$ cat src/rtl/pcd_irq_pkg.sv
package pcd_irq_pkg;

    // Direction encoding carried on dir_i, one bit per pin.
    typedef enum logic {
        DIR_OUT = 1'b0,
        DIR_IN  = 1'b1
    } pin_dir_e;

    // Control state of the top: start-up load pending, registered request.
    typedef struct packed {
        logic init;
        logic irq;
    } irq_ctl_t;

endpackage

$ cat src/rtl/pcd_snapshot.sv
module pcd_snapshot #(
    parameter int PORT_W = 8
) (
    input  logic              clk,
    input  logic              rst_n,
    input  logic              load_i,
    input  logic [PORT_W-1:0] pin_i,
    output logic [PORT_W-1:0] snap_nxt_o,
    output logic [PORT_W-1:0] snap_o
);

    logic [PORT_W-1:0] snap_d, snap_q;

    always_comb begin
        snap_d = snap_q;
        if (load_i) begin
            snap_d = pin_i;
        end
    end

    always_ff @(posedge clk or negedge rst_n) begin
        if (!rst_n) begin
            snap_q <= '0;
        end else begin
            snap_q <= snap_d;
        end
    end

    assign snap_nxt_o = snap_d;
    assign snap_o     = snap_q;

endmodule

$ cat src/rtl/pcd_port_cmp.sv
module pcd_port_cmp
    import pcd_irq_pkg::*;
#(
    parameter int PORT_W = 8
) (
    input  logic [PORT_W-1:0] pin_i,
    input  logic [PORT_W-1:0] snap_i,
    input  logic [PORT_W-1:0] dir_i,
    output logic              hit_o
);

    logic [PORT_W-1:0] bit_hit;

    for (genvar b = 0; b < PORT_W; b++) begin : g_bit
        always_comb begin
            bit_hit[b] = (pin_dir_e'(dir_i[b]) == DIR_IN) && (pin_i[b] != snap_i[b]);
        end
    end

    assign hit_o = |bit_hit;

endmodule

$ cat src/rtl/pcd_irq_top.sv
module pcd_irq_top
    import pcd_irq_pkg::*;
#(
    parameter int NUM_PORTS = 2,
    parameter int PORT_W    = 8
) (
    input  logic                        clk,
    input  logic                        rst_n,
    input  logic [NUM_PORTS*PORT_W-1:0] pin_i,
    input  logic [NUM_PORTS*PORT_W-1:0] dir_i,
    input  logic [NUM_PORTS-1:0]        cap_stb_i,
    output logic                        irq_pull_o,
    output logic [NUM_PORTS*PORT_W-1:0] snap_o
);

    localparam int TOTAL_W = NUM_PORTS * PORT_W;

    irq_ctl_t              ctl_d, ctl_q;
    logic [TOTAL_W-1:0]    snap_nxt;
    logic [NUM_PORTS-1:0]  port_hit;

    for (genvar p = 0; p < NUM_PORTS; p++) begin : g_port
        pcd_snapshot #(.PORT_W(PORT_W)) u_snap (
            .clk        (clk),
            .rst_n      (rst_n),
            .load_i     (cap_stb_i[p] | ctl_q.init),
            .pin_i      (pin_i[p*PORT_W +: PORT_W]),
            .snap_nxt_o (snap_nxt[p*PORT_W +: PORT_W]),
            .snap_o     (snap_o[p*PORT_W +: PORT_W])
        );

        // Compare against the snapshot as it will stand after this edge,
        // so a capture clears its own port in the same cycle.
        pcd_port_cmp #(.PORT_W(PORT_W)) u_cmp (
            .pin_i  (pin_i[p*PORT_W +: PORT_W]),
            .snap_i (snap_nxt[p*PORT_W +: PORT_W]),
            .dir_i  (dir_i[p*PORT_W +: PORT_W]),
            .hit_o  (port_hit[p])
        );
    end

    always_comb begin
        ctl_d      = ctl_q;
        ctl_d.init = 1'b0;
        ctl_d.irq  = !ctl_q.init && (|port_hit);
    end

    always_ff @(posedge clk or negedge rst_n) begin
        if (!rst_n) begin
            ctl_q <= '{init: 1'b1, irq: 1'b0};
        end else begin
            ctl_q <= ctl_d;
        end
    end

    assign irq_pull_o = ctl_q.irq;

endmodule

$ cat config.mk
export PLATFORM = sky130hd
export DESIGN_NAME = pcd_irq_top
export DESIGN_NICKNAME = d
export VERILOG_FILES = /design/src/rtl/pcd_irq_pkg.sv /design/src/rtl/pcd_snapshot.sv /design/src/rtl/pcd_port_cmp.sv /design/src/rtl/pcd_irq_top.sv
export SDC_FILE = /design/constraint.sdc
export NUM_CORES = 1
export LEC_CHECK = 0
export BUFFER_PORTS_ARGS = -buffer_cell sky130_fd_sc_hd__buf_2
export CAP_MARGIN = 20
export CORE_AREA = 2 2 49 51
export DETAILED_ROUTE_END_ITERATION = 8
export DIE_AREA = 0 0 51 53
export PLACE_DENSITY = 0.78
export SYNTH_ARGS = -nofsm -noshare
export SYNTH_HDL_FRONTEND = slang
export SYNTH_SLANG_ARGS = --single-unit
$ cat constraint.sdc
create_clock -name clk -period 1.3 [get_ports clk]
set_clock_uncertainty 0.05 [all_clocks]
set_input_delay 0.26 -clock clk [delete_from_list [all_inputs] [get_ports clk]]
set_output_delay 0.26 -clock clk [all_outputs]
set_load 0.1 [all_outputs]
# Word level (Yosys, flattened, before mapping)
# Index checks and enable logic that the tools add are counted.
# word_totals
ff_bits	18
input_bits	36
output_inout_bits	17
elab_cells	43
# op_classes
eq_ne	16
n_mux	2
bitwise	2
reduce_logical	19
# op_table
cell	count
$logic_and A1 B1 Y1	17
$mux W8	2
$ne A1 B1 Y1	16
$reduce_or A16 Y1	1
$or A1 B1 Y1	2
$logic_not A1 Y1	1

# Logic depth before layout (Yosys ltp)
# logic_depth
ltp_word	6
ltp_mapped	4
mapped_depth_nobuf	4

# Cells and area by module
# From an unflattened synthesis, not the netlist that was laid out.
# unflattened
hier_cells	66
hier_area_um2	953.4
# by_module_without_submodules
module	n_inst	cells_each	area_per_inst_um2	seq_area_each_um2
pcd_snapshot	2	17	331.6	200.2
pcd_port_cmp	2	13	106.4	0.0
pcd_irq_top	1	6	77.6	51.3

# Worst setup path before layout
# OpenSTA, ideal clock, no wires.
# synth_path
path_type	register to register
startpoint	reg g_port[1].u_snap.snap_q[6]
endpoint	reg ctl_q, in the netlist irq_pull_o
setup_time_ns	0.121
t_arrival_ns	1.585
required_time_ns	1.129
slack_ns	-0.456
path_stages_with_launch	5
path_buffers	0
synth_period_minus_slack_ns	1.756
cell_sequence	dfrtp_1 -> xor2_1 -> a22oi_1 -> nand4_1 -> a22o_1
# synth_rtl
item	line_no	rtl
start: declaration	pcd_snapshot.sv:12	logic [PORT_W-1:0] snap_d, snap_q;
start signal: assignment	pcd_snapshot.sv:25	snap_q <= snap_d;
end signal: assignment	pcd_irq_top.sv:50	ctl_q <= '{init: 1'b1, irq: 1'b0};
end signal: assignment	pcd_irq_top.sv:52	ctl_q <= ctl_d;
end: declaration	pcd_irq_top.sv:18	irq_ctl_t ctl_d, ctl_q;

# Worst setup path after layout
# layout_path
startpoint	reg g_port[0].u_snap.snap_q[1]
endpoint	out snap_o[1]
# layout_rtl
item	line_no	rtl
start: declaration	pcd_snapshot.sv:12	
start signal: assignment	pcd_snapshot.sv:25	
end: declaration	pcd_irq_top.sv:13	output logic [NUM_PORTS*PORT_W-1:0] snap_o
# No word-level cell between the ends.

==> flow_metrics.env <==
export IMPL_place_ws_ns=-0.0431
export IMPL_grt_antenna_before_repair=0
export IMPL_power_density_nw_per_um2=1150
export IMPL_die_w_um=51
export IMPL_dp_cells=155
export IMPL_htree_levels=1
export IMPL_ir_drop_mv=0.979
export IMPL_cts_tree="built"
export IMPL_synth_most_common_cell="dfrtp_1"
export IMPL_leakagePower_uw=0.000723
export IMPL_gp_congestion=0.701
export IMPL_violations="setup timing"
export IMPL_synthXorXnorAreaFrac_pct=15.9
export IMPL_cp_top_family="flip-flops"
export IMPL_crit_fanout=2
export IMPL_syn_num_nets=100
export IMPL_clk_latency_ns=0.29
export IMPL_p_sw_share_pct=38.2
export IMPL_viasPerCell=4.83
export IMPL_vias=753
export IMPL_synth_compound_area_share_pct=7.82
export IMPL_worst_setup_path_type="register to output pin"
export IMPL_drt_pass1_iterations=3
export IMPL_coreArea_um2=2150
export IMPL_arrival_ns=1.08
export IMPL_synth_common_cells="17 x dfrtp_1, 16 x xor2_1, 12 x mux2_2, 8 x a22oi_1, 4 x mux2_1"
export IMPL_grt_busiest_layer="met2"
export IMPL_combinationalPowerShare_pct=44.3
export IMPL_met1_usage_pct=19.4
export IMPL_initial_core_util_pct=40.9
export IMPL_hpwl_um=1850
export IMPL_critPathLaunchType="register"
export IMPL_yosys_area_top_type_share_pct=48.4
export IMPL_netlist_area_um2=880
export IMPL_p_int_uw=1130
export IMPL_min_period_over_period_pct=107
export IMPL_io_buffers=52
export IMPL_cp_num_buf_inv=2
export IMPL_ant_nets=0
export IMPL_setup_viol=8
export IMPL_synth_top_family_by_area="multiplexers"
export IMPL_num_antenna_cells=0
export IMPL_critPathMaxStageDelay_ns=0.51
export IMPL_synth_mux_area_share_pct=20.5
export IMPL_synthTopCellsByArea="dfrtp_1 48%, xor2_1 16%, mux2_2 15%, a22oi_1 6.8%, mux2_1 5.1%"
export IMPL_synth_warnings=0
export IMPL_fin_nets=165
export IMPL_yosys_area_share_adder_pct=0
export IMPL_wl_um=2150
export IMPL_clk_pin_slew_ns=0.10
export IMPL_synth_main_ff_cell="dfrtp_1"
export IMPL_rsz0062_at_grt="yes"
export IMPL_crit_path_start="g_port[0].u_snap.snap_o[1]"
export IMPL_worstPathCellList="buf_6 > buf_12"
export IMPL_final_hold_viol_count=0
export IMPL_drtIter0Drc=6
export IMPL_die_area_um2=2700
export IMPL_p_sw_uw=696
export IMPL_die_h_um=53
export IMPL_outcome="complete, but fails checks"
export IMPL_yosys_area_share_simple_pct=3.98
export IMPL_fin_crit_ns=1.39
export IMPL_postSynthAreaPerCell_um2=13.7
export IMPL_tns_ns=-0.497
export IMPL_drive_gt1_share_pct=73.4
export IMPL_worst_path_max_delay_cell="dfrtp_4"
export IMPL_yosysTopAreaCell="dfrtp_1"
export IMPL_synth_seq_cells=18
export IMPL_end_kind="output pin"
export IMPL_grtUsageMet3_pct=4.80
export IMPL_hp_class="input port to register"
export IMPL_drc_errors=0
export IMPL_grt_start_max_net_pins=19
export IMPL_io_pins=53
export IMPL_report_power_total_uw=1820
export IMPL_num_rows=17
export IMPL_grt_pass1_vias=806
export IMPL_synth_edff_count=0
export IMPL_gr_total_overflow=0
export IMPL_required_ns=0.99
export IMPL_r2r_start="g_port[0].u_snap.snap_o[1]"
export IMPL_cts_setup_buffers=0
export IMPL_max_clock_freq_mhz=717
export IMPL_cts_max_path_buffers=2
export IMPL_grt_use_total_pct=18.0
export IMPL_clock_root_buffer="clkbuf_4"
export IMPL_final_max_slew_viol_count=0
export IMPL_cts_made_buffers=3
export IMPL_final_setup_worst_slack_ns=-0.0938
export IMPL_yosys_cell_types_count=10
export IMPL_grt_pass1_wl_um=3520
export IMPL_synth_seq_area_share_pct=51.4
export IMPL_wl_per_cell_um=13.8
export IMPL_clkSinkCount=18
export IMPL_p_clk_share_pct=18.4
export IMPL_postSynthCellCount=64
export IMPL_synth_async_sr_flop_share_pct=100
export IMPL_stdcell_count=156
export IMPL_whs_ns=0.157
export IMPL_area_delta_synth_final_pct=80.8
export IMPL_hp_start="pin_i[12]"
export IMPL_use_met2_pct=33.3
export IMPL_drv_cap=0
export IMPL_seqPwrFrac_pct=37.3
[layout by cell type, fill, tap and decap left out]
| master | instances |
|---|---|
| mux2_1 | 4 |
| xor2_1 | 16 |
| buf_12 | 17 |
| dfrtp_1 | 1 |
| dfstp_2 | 1 |
| clkbuf_4 | 3 |
| dlygate4sd3_1 | 1 |
| clkbuf_8 | 1 |
| mux2_2 | 12 |
| nand4_1 | 2 |
| nor2_4 | 2 |
| buf_2 | 35 |
| a22oi_1 | 8 |
| dfrtp_2 | 10 |
| conb_1 | 1 |
| buf_6 | 7 |
| a22o_1 | 1 |
| dfrtp_4 | 6 |
[logic make-up (layout without fill, tap and decap cells)]
kind of cell | count (synthesis) | after routing
compound gates | 9 | 9
other cells | 1 | 1
buf+inv | 0 | 64
simple gates | 4 | 4
flops | 18 | 18
mux | 16 | 16
xor+xnor | 16 | 16
[layout make-up]
type / count / area [µm²]
multi-input cells: 46 / 428
clock buffers: 4 / 36.3
well taps: 28 / 35.0
flip-flops and latches: 18 / 487
fillers: 151 / 558
repair buffers: 60 / 604
[sequential cells by signal, summed over array words and instances, names as in the netlist]
signal                cells
ctl_q                     1
g_port.u_snap.snap_o     16
irq_pull_o                1
[through the flow]
stage               utilization, %  cell area [µm²]
floorplan                        -              915
global placement              72.0             1550
detailed placement            72.0             1550
CTS                           74.0             1590
global route                  74.0             1590
finish                        74.0             1590
[worst register-to-register path, cell delays in order, from the launching register on]
cell,delay [ns]
dfrtp_4,0.51
xor2_1,0.15
a22oi_1,0.19
nand4_1,0.12
a22o_1,0.22
[final timing paths]
path / cells after the start / slack (ns) / endpoint
worst max-delay path: 2 / -0.09 / snap_o[1]
worst min-delay path: 2 / 0.16 / g_port[1].u_snap.snap_o[4]
worst max register to register: 4 / -0.04 / irq_pull_o
worst min register to register: 1 / 0.53 / g_port[1].u_snap.snap_o[2]
max in group asynchronous: 2 / 0.50 / ctl_q[1]
min in group asynchronous: 2 / 0.37 / g_port[1].u_snap.snap_o[6]
[power by group through the flow]
stage          clock network, µW  registers, µW  logic [µW]
3_5_place_dp                   0            681         823
6_report                     335            680         807
4_1_cts                      346            681         813
5_1_grt                      374            688         846
2_1_floorplan                  0           1010         121
3_3_place_gp                   0            675         812
[routing by layer]
metal  vias to the layer above  part of all wire, %
met5                         -                    0
met4                         0                 0.37
met2                        44                   52
met3                         2                  9.8
li1                        359                    -
met1                       348                   38
[timing repair]
item                                    4_1_cts  5_1_grt
pin swaps                                     4        0
endpoints found under the setup margin       12        8
hold buffers                                  1        0
resized for setup                             7        0
hold endpoints to repair                     17        0
Note: power is estimated with default switching activity, not from simulation.
